--- src/rtl/prio_arb_pkg.sv ---
package prio_arb_pkg;
   // Width of the grouping setting for an 8-bit priority byte
   localparam int GRP_CFG_W = 3;
   // Grouping value at which no group bits remain
   localparam logic [GRP_CFG_W-1:0] GRP_ALL_SUB = 3'd7;
endpackage

--- src/rtl/prio_store.sv ---
module prio_store #(
   parameter int N_SRC     = 8,
   parameter int PRIO_W    = 8,
   parameter int IMPL_BITS = 4,
   parameter int GRP_W     = 3,
   parameter int IDX_W     = 3
) (
   input  logic                      clk,
   input  logic                      rst_n,
   input  logic                      wr_en,
   input  logic                      wr_cfg,
   input  logic [IDX_W-1:0]          wr_idx,
   input  logic [PRIO_W-1:0]         wr_data,
   output logic [N_SRC*PRIO_W-1:0]   prio_flat,
   output logic [GRP_W-1:0]          grp_cfg
);
   localparam int LOW_W = PRIO_W - IMPL_BITS;

   always_ff @(posedge clk or negedge rst_n) begin
      if (!rst_n)                grp_cfg <= '0;
      else if (wr_en && wr_cfg)  grp_cfg <= wr_data[GRP_W-1:0];
   end

   for (genvar i = 0; i < N_SRC; i++) begin : g_ent
      logic [IMPL_BITS-1:0] hi_q;
      logic                 hit;
      assign hit = wr_en && !wr_cfg && (wr_idx == IDX_W'(i));

      always_ff @(posedge clk or negedge rst_n) begin
         if (!rst_n)   hi_q <= '0;
         else if (hit) hi_q <= wr_data[PRIO_W-1 -: IMPL_BITS];
      end

      if (LOW_W > 0) begin : g_pad
         assign prio_flat[i*PRIO_W +: PRIO_W] = {hi_q, {LOW_W{1'b0}}};
      end else begin : g_full
         assign prio_flat[i*PRIO_W +: PRIO_W] = hi_q;
      end
   end
endmodule

--- src/rtl/grp_split.sv ---
module grp_split #(
   parameter int PRIO_W = 8,
   parameter int GRP_W  = 3
) (
   input  logic [GRP_W-1:0]  grp_cfg,
   output logic [PRIO_W-1:0] grp_mask
);
   // Bit b belongs to the group part when it lies above the split point
   for (genvar b = 0; b < PRIO_W; b++) begin : g_bit
      assign grp_mask[b] = (int'(grp_cfg) < b);
   end
endmodule

--- src/rtl/prio_pick.sv ---
module prio_pick #(
   parameter int N_SRC  = 8,
   parameter int PRIO_W = 8,
   parameter int IDX_W  = 3
) (
   input  logic [N_SRC-1:0]        pending,
   input  logic [N_SRC*PRIO_W-1:0] prio_flat,
   output logic                    win_any,
   output logic [IDX_W-1:0]        win_idx,
   output logic [PRIO_W-1:0]       win_prio
);
   // Strict comparison keeps the earlier (lower) index on ties
   always_comb begin
      win_any  = 1'b0;
      win_idx  = '0;
      win_prio = '1;
      for (int i = 0; i < N_SRC; i++) begin
         if (pending[i] && (!win_any || prio_flat[i*PRIO_W +: PRIO_W] < win_prio)) begin
            win_any  = 1'b1;
            win_prio = prio_flat[i*PRIO_W +: PRIO_W];
            win_idx  = IDX_W'(i);
         end
      end
   end
endmodule

--- src/rtl/prio_group_arbiter.sv ---
module prio_group_arbiter
   import prio_arb_pkg::*;
#(
   parameter int N_SRC     = 8,
   parameter int PRIO_W    = 8,
   parameter int IMPL_BITS = 4,
   parameter int IDX_W     = (N_SRC > 1) ? $clog2(N_SRC) : 1
) (
   input  logic                 clk,
   input  logic                 rst_n,
   input  logic                 wr_en,
   input  logic                 wr_cfg,
   input  logic [IDX_W-1:0]     wr_idx,
   input  logic [PRIO_W-1:0]    wr_data,
   input  logic [IDX_W-1:0]     rd_idx,
   input  logic [N_SRC-1:0]     pending,
   input  logic                 act_valid,
   input  logic [PRIO_W-1:0]    active_prio,
   output logic [GRP_CFG_W-1:0] grp_cfg,
   output logic [PRIO_W-1:0]    rd_prio,
   output logic                 sel_valid,
   output logic [IDX_W-1:0]     sel_idx,
   output logic                 preempt,
   output logic [PRIO_W-1:0]    new_grp
);
   localparam int LOW_W = PRIO_W - IMPL_BITS;
   localparam logic [PRIO_W-1:0] IMPL_MASK = {PRIO_W{1'b1}} << LOW_W;

   initial begin
      assert (PRIO_W == (1 << GRP_CFG_W))
         else $error("PRIO_W must match the grouping setting width");
      assert (IMPL_BITS >= 1 && IMPL_BITS <= PRIO_W)
         else $error("IMPL_BITS out of range");
      assert (N_SRC >= 2 && N_SRC <= (1 << IDX_W))
         else $error("N_SRC does not fit IDX_W");
   end

   logic [N_SRC*PRIO_W-1:0] prio_flat;
   logic [PRIO_W-1:0]       grp_mask;
   logic                    win_any;
   logic [IDX_W-1:0]        win_idx;
   logic [PRIO_W-1:0]       win_prio;
   logic [PRIO_W-1:0]       win_grp;
   logic [PRIO_W-1:0]       act_grp;

   prio_store #(
      .N_SRC(N_SRC), .PRIO_W(PRIO_W), .IMPL_BITS(IMPL_BITS),
      .GRP_W(GRP_CFG_W), .IDX_W(IDX_W)
   ) u_store (
      .clk(clk), .rst_n(rst_n), .wr_en(wr_en), .wr_cfg(wr_cfg),
      .wr_idx(wr_idx), .wr_data(wr_data),
      .prio_flat(prio_flat), .grp_cfg(grp_cfg)
   );

   grp_split #(.PRIO_W(PRIO_W), .GRP_W(GRP_CFG_W)) u_split (
      .grp_cfg(grp_cfg), .grp_mask(grp_mask)
   );

   prio_pick #(.N_SRC(N_SRC), .PRIO_W(PRIO_W), .IDX_W(IDX_W)) u_pick (
      .pending(pending), .prio_flat(prio_flat),
      .win_any(win_any), .win_idx(win_idx), .win_prio(win_prio)
   );

   assign win_grp = win_prio & grp_mask;
   assign act_grp = active_prio & IMPL_MASK & grp_mask;

   assign sel_valid = win_any;
   assign sel_idx   = win_idx;
   assign preempt   = win_any && (!act_valid || (win_grp < act_grp));

   always_comb begin
      if (preempt)        new_grp = win_grp;
      else if (act_valid) new_grp = act_grp;
      else                new_grp = '1;
   end

   always_comb begin
      rd_prio = '0;
      for (int i = 0; i < N_SRC; i++)
         if (rd_idx == IDX_W'(i)) rd_prio = prio_flat[i*PRIO_W +: PRIO_W];
   end
endmodule


--- config.mk ---
export PLATFORM = sky130hd
export DESIGN_NAME = prio_group_arbiter
export DESIGN_NICKNAME = d
export VERILOG_FILES = /design/src/rtl/prio_arb_pkg.sv /design/src/rtl/prio_store.sv /design/src/rtl/grp_split.sv /design/src/rtl/prio_pick.sv /design/src/rtl/prio_group_arbiter.sv
export SDC_FILE = /design/constraint.sdc
export NUM_CORES = 1
export LEC_CHECK = 0
export BUFFER_PORTS_ARGS = -buffer_cell sky130_fd_sc_hd__buf_2
export CAP_MARGIN = 20
export CORE_MARGIN = 3
export CORE_UTILIZATION = 57
export DETAILED_ROUTE_END_ITERATION = 7
export HOLD_SLACK_MARGIN = 0.12
export PLACE_DENSITY = 0.8
export REMOVE_ABC_BUFFERS = 1
export SLEW_MARGIN = 10
export SYNTH_ARGS = -nofsm -noshare
export SYNTH_HDL_FRONTEND = slang
export SYNTH_SLANG_ARGS = --single-unit
export TNS_END_PERCENT = 50
--- constraint.sdc ---
create_clock -name clk -period 27.4 [get_ports clk]
set_input_delay 5.48 -clock clk [delete_from_list [all_inputs] [get_ports clk]]
set_output_delay 5.48 -clock clk [all_outputs]
set_load 0.005 [all_outputs]
Word level (Yosys, flattened, before mapping)

Cells that the tools add are included.

Reductions and logical operators: 37
Bitwise logic cells: 2
$lt $le $gt $ge: 15
Equality and inequality tests: 14
$mul: 0
Shift-type cells: 0
Multiplexer cells: 33
Add/subtract/negate cells: 0
Div/mod/pow operators: 0

Operator list:

| cell               | number |
|---|---|
| $mux 8             | 18 |
| $lt 8x8->1         | 8 |
| $eq 3x3->1 const B | 8 |
| $logic_and 1x1->1  | 18 |
| $and 8x8->8        | 2 |
| $eq 3x2->1 const B | 4 |
| $lt 3x3->1 const B | 4 |
| $mux 3             | 4 |
| $logic_not 1->1    | 9 |
| $mux 1             | 9 |
| $logic_or 1x1->1   | 8 |
| $eq 3x1->1 const B | 2 |
| $logic_not 3->1    | 2 |
| $lt 3x2->1 const B | 2 |
| $mux 2             | 2 |
| $lt 3x1->1 const B | 1 |

RAM bits: 0
Register bits after elaboration: 35
Memories kept: 0
Bits in latches: 0
Input port bits: 35
Output and inout port bits: 24
Memory bits (read-only): 0

Logic depth before layout (Yosys ltp)

Depth after elaboration: 34
Mapped depth: 70
Mapped depth without buffers: 67

Modules after synthesis

From an unflattened synthesis, not the netlist that was laid out.

Cell total of the unflattened synthesis: 665
Area, all modules: 5505.3 um^2

Modules (own cells, without submodules):

| module             | area an instance (um^2) | instances | seq. area each (um^2) | cells an instance |
|---|---|---|---|---|
| prio_pick          | 2882.8                  | 1         | 0.0                   | 405 |
| prio_store         | 1651.6                  | 1         | 875.8                 | 117 |
| prio_group_arbiter | 923.4                   | 1         | 0.0                   | 134 |
| grp_split          | 47.5                    | 1         | 0.0                   | 9 |

Worst setup path before layout

No wires, ideal clock.

Path type: input port to output port
Start point: input pending[0]
End point: output new_grp[6]
Arrival: 16.976 ns
Buffers on the path: 3
Cell stages on the path: 63
Data required time: 21.920 ns
Path slack: 4.944 ns
Cells stage by stage: inv_2 nor2_1 ha_1 or4b_4 o21ai_2 buf_6 nand2_1 o21ai_0 inv_1 ha_1 a21boi_0 a2111oi_0 mux2_4 nor2_1 mux2_2 inv_1 ha_1 o31ai_1 [... 27 more ...] o31a_1 ha_1 o21a_1 o21ai_0 nand2b_1 a21oi_1 o21ai_1 nand3_1 nor4_1 a211o_1 inv_1 ha_1 nand2_1 nor2_1 or4b_4 a31oi_1 a211oi_2 a22oi_1

Word-level cells in the longest chain between the ends: 34
Elaborated cells between the ends (all ways): 49
Those cells by class: order compare (8); mux (17); bitwise (1); reduce/logical (23)

Ends and longest elaborated chain:

| item                                                 | line                     | RTL |
|---|---|---|
| start: declaration                                   | prio_group_arbiter.sv:16 | `input logic [N_SRC-1:0] pending,` |
| $mux 8 / $mux 1 (equally long branches)              | prio_pick.sv:18          | `if (pending[i] && (!win_any \|\| prio_flat[i*PRIO_W +: PRIO_W] < win_prio)) begin` |
| $lt 8x8->1 / $logic_not 1->1 (equally long branches) | prio_pick.sv:18          |  |
| $logic_or 1x1->1                                     | prio_pick.sv:18          |  |
| $logic_and 1x1->1                                    | prio_pick.sv:18          |  |
| $mux 8 / $mux 1 (equally long branches)              | prio_pick.sv:18          |  |
| $lt 8x8->1 / $logic_not 1->1 (equally long branches) | prio_pick.sv:18          |  |
| $logic_or 1x1->1                                     | prio_pick.sv:18          |  |
| $logic_and 1x1->1                                    | prio_pick.sv:18          |  |
| [... 19 more ...]                                    | --                       |  |
| $logic_and 1x1->1                                    | prio_pick.sv:18          |  |
| $mux 8                                               | prio_pick.sv:18          |  |
| $and 8x8->8                                          | prio_group_arbiter.sv:64 | `assign win_grp = win_prio & grp_mask;` |
| $lt 8x8->1                                           | prio_group_arbiter.sv:69 | `assign preempt = win_any && (!act_valid \|\| (win_grp < act_grp));` |
| $logic_or 1x1->1                                     | prio_group_arbiter.sv:69 |  |
| $logic_and 1x1->1 *                                  | prio_group_arbiter.sv:69 |  |
| net preempt                                          | prio_group_arbiter.sv:23 | `output logic preempt,` |
| $mux 8 *                                             | prio_group_arbiter.sv:72 | `if (preempt) new_grp = win_grp;` |
| end: declaration                                     | prio_group_arbiter.sv:24 | `output logic [PRIO_W-1:0] new_grp` |

The timed path passes the listed nets; every way through them passes the cells marked *.

Worst setup path after layout

Start point: input pending[0]
End point: output new_grp[6]

Word-level cells in the longest chain between the ends: 34
Elaborated cells between the ends (all ways): 49
Those cells by class: order compare (8); mux (17); bitwise (1); reduce/logical (23)

Ends and longest elaborated chain:

| item                                                 | line |
|---|---|
| $mux 8 / $mux 1 (equally long branches)              | prio_pick.sv:18 |
| $lt 8x8->1 / $logic_not 1->1 (equally long branches) | prio_pick.sv:18 |
| $logic_or 1x1->1                                     | prio_pick.sv:18 |
| $logic_and 1x1->1                                    | prio_pick.sv:18 |
| $mux 8 / $mux 1 (equally long branches)              | prio_pick.sv:18 |
| $lt 8x8->1 / $logic_not 1->1 (equally long branches) | prio_pick.sv:18 |
| $logic_or 1x1->1                                     | prio_pick.sv:18 |
| $logic_and 1x1->1                                    | prio_pick.sv:18 |
| [... 18 more ...]                                    | -- |
| $logic_or 1x1->1                                     | prio_pick.sv:18 |
| $logic_and 1x1->1                                    | prio_pick.sv:18 |
| $mux 8                                               | prio_pick.sv:18 |
| $and 8x8->8                                          | prio_group_arbiter.sv:64 |
| $lt 8x8->1                                           | prio_group_arbiter.sv:69 |
| $logic_or 1x1->1                                     | prio_group_arbiter.sv:69 |
| $logic_and 1x1->1                                    | prio_group_arbiter.sv:69 |
| $mux 8 *                                             | prio_group_arbiter.sv:72 |

Mark *: on every way between the ends. The rest lies on a longest branch, timed or not.

==> impl_metrics.env <==
export IMPL_status="completed"
export IMPL_wl_per_cell_um=16.8
export IMPL_cp_max_fo=12
export IMPL_power_total_mw=0.365
export IMPL_cts_path_max_buffers=2
export IMPL_synthFlopType="dfrtp_1"
export IMPL_grt_pass1_wl_um=13900
export IMPL_place_ws_ps=3140
export IMPL_dr_pass1_iters=5
export IMPL_die_area_um2=6870
export IMPL_clock_root_buffer="clkbuf_8"
export IMPL_gp_congestion=0.902
export IMPL_synth_edf_count=0
export IMPL_fin_crit_ps=24430
export IMPL_fill_cells=497
export IMPL_synth_seq_area_share=0.260
export IMPL_skew_ps=0
export IMPL_cts_buffers=5
export IMPL_cp_arrival_ps=18950
export IMPL_p_leak_nw=1.71
export IMPL_cts_setup_buffers=0
export IMPL_required_ps=21920
export IMPL_avgSynthCellArea_um2=8.92
export IMPL_grt_max_degree=36
export IMPL_fp_dieW_um=82.9
export IMPL_peakVddDrop_mv=0.0679
export IMPL_cts_hold_buf=0
export IMPL_drt_iter0_drc=172
export IMPL_critPathKind="input port to output port"
export IMPL_ant_nets=0
export IMPL_synthArstFlopShare=1.00
export IMPL_r2r_slack_ps=26440
export IMPL_timing_final_crit_share=0.892
export IMPL_drc=0
export IMPL_r2r_end="u_store.g_ent[2].hi_q[2]"
export IMPL_grt_pass1_vias=2917
export IMPL_drive_gt1_frac=0.279
export IMPL_grt_antenna_before_repair=0
export IMPL_yosys_warnings=0
export IMPL_crit_reg2reg_launch="u_store.g_ent[2].hi_q[2]"
export IMPL_rr_worst_depth=1
export IMPL_rows=27
export IMPL_synth_area_leaders="dfrtp_1 26%, mux2_2 13%, ha_1 8.5%, o21ai_0 3.7%, nand2_1 3.1%"
export IMPL_start_kind="input port"
export IMPL_end_kind="output port"
export IMPL_relSlewSlack=0.431
export IMPL_clkLatencyLatePin_ps=280
export IMPL_vias=3078
export IMPL_viasPerCell=6.27
export IMPL_cp_startpoint="pending[0]"
export IMPL_synth_cell_area_um2=3370
export IMPL_clkTransAtPathRegs_ps=70
export IMPL_crit_slowest_cell="a2111oi_0"
export IMPL_maxCapViolCount=0
export IMPL_rsz0062_at_grt="false"
export IMPL_dp_cells=483
export IMPL_setup_slack_ps=2970
export IMPL_max_freq_mhz=40.9
export IMPL_cts_sinks=35
export IMPL_synth_top_area_frac=0.260
export IMPL_hold_path_class="flop to flop"
export IMPL_start_util=0.601
export IMPL_grt_overflow=0
export IMPL_die_h_um=82.9
export IMPL_cts_tree="done"
export IMPL_finalHoldViolations=0
export IMPL_cts_resized=0
export IMPL_wl_um=8240
export IMPL_setup_tns_ps=0
export IMPL_grt_usage=0.243
export IMPL_netlist_instances=378
export IMPL_worst_path_most_repeated_cell="ha_1"
export IMPL_hold_depth=1
export IMPL_instances_no_fill=491
export IMPL_area_growth_pct=9.65
export IMPL_critPathCapture="new_grp[6]"
export IMPL_detailed_place_hpwl_um=6640
export IMPL_power_density_nw_per_um2=98.7
export IMPL_nets=476
export IMPL_ios=59
export IMPL_ys_types=75
export IMPL_slew_viol_final=0
export IMPL_numPortBuffers=49
export IMPL_slowest_delay_ps=590
export IMPL_setup_viol_count_final=0
export IMPL_synth_seq_cells=35
export IMPL_core_area_um2=5610
export IMPL_diodes=0
export IMPL_h_tree_depth=2
export IMPL_yosysTopAreaCell="dfrtp_1"
export IMPL_max_slew_worst_pin_slew_ps=854
==> state kept, by name, indices dropped and copies added, names as in the netlist <==
register and cells:
u_store.g_ent.hi_q 32, u_store.grp_cfg 3
==> layout by cell type, fill, tap and decap left out, types with 4 or more instances in the layout <==
cell type,n
a211o_1,4
a21oi_1,13
a22o_1,4
and2_1,4
buf_2,49
clkbuf_8,5
conb_1,4
dfrtp_1,35
ha_1,23
inv_1,22
mux2_2,38
mux2i_1,10
nand2_1,28
nand2b_1,6
nand3_1,7
nand3b_1,4
nor2_1,27
nor2b_1,7
nor3_1,7
nor3b_1,4
o21a_1,9
o21ai_0,25
o21ai_1,5
o31ai_1,5
==> synth_stat cells, drive strengths merged (3+ instances only) <==
cell	n
a21oi	14
or2	6
nand3	7
o21a	9
nand2	28
a22oi	3
o22ai	3
or3	3
nor2b	7
o221ai	3
mux2	39
nor2	27
and3	3
nor3b	4
a211oi	3
buf	9
nand2b	6
nand3b	4
mux2i	10
a31oi	3
nor3	7
ha	23
o21ai	31
a22o	4
dfrtp	35
inv	23
and2	4
o31ai	6
clkbuf	10
a211o	4
==> worst max-delay path: cells and delay by family <==
family	cells	cell delay (ps)
compound gates	23	4720
buf+inv	8	910
fa+ha+maj	9	2260
mux	3	920
simple gates	20	4660
==> per-layer routing <==
layer / wire length [um] / global-route usage / share of wire / vias to the layer above
li1: - / - / - / 1471
met1: 3820 / 0.341 / 0.46 / 1493
met2: 3900 / 0.405 / 0.47 / 104
met3: 429 / 0.0268 / 0.052 / 10
met4: 93 / 0.0565 / 0.011 / 0
met5: 0 / 0 / 0 / -
==> stage by stage <==
step                utilization  hold slack [ps]  area [um2]
floorplan                     -              490        3280
global placement          0.644              533        3610
detailed placement        0.644              540        3610
CTS                       0.659              555        3700
global route              0.659              582        3700
finish                    0.659              558        3700
==> power by group <==
group          internal (mW)  switching (mW)  leakage (nW)
clock                 0.0173          0.0174        0.0477
sequential            0.0633          0.0194         0.427
combinational          0.116           0.132          1.23
total                  0.197           0.169          1.71
==> logic make-up (layout without fill, tap and decap cells) <==
family / count (synthesis) / in the layout / synth area share
compound gates: 110 / 110 / 0.241
fa+ha+maj: 24 / 24 / 0.0883
buf+inv: 42 / 80 / 0.0568
flops: 35 / 35 / 0.260
mux: 51 / 51 / 0.174
other cells: 1 / 4 / 0.00111
simple gates: 115 / 115 / 0.179
==> area by class of cell <==
cell class                 count  area [um2]  share of cell area
sequential                    35         876               0.237
inverter                      23        86.3              0.0234
clock buffer                   5        68.8              0.0186
tap                           72        90.1              0.0244
clock inverter                 3        15.0             0.00406
timing repair buffer          49         245              0.0663
multi-input combinational    304        2320               0.626
==> worst min-delay path by stage <==
stage                                         from                        to  slack (ps)
after floorplan           u_store.g_ent[0].hi_q[0]  u_store.g_ent[0].hi_q[0]         490
after global placement    u_store.g_ent[0].hi_q[0]  u_store.g_ent[0].hi_q[0]         530
after detailed placement  u_store.g_ent[0].hi_q[0]  u_store.g_ent[0].hi_q[0]         540
after CTS                 u_store.g_ent[0].hi_q[0]  u_store.g_ent[0].hi_q[0]         550
after global routing            u_store.grp_cfg[0]        u_store.grp_cfg[0]         580
final                           u_store.grp_cfg[0]        u_store.grp_cfg[0]         560
Note: power is estimated with default switching activity, not from simulation.
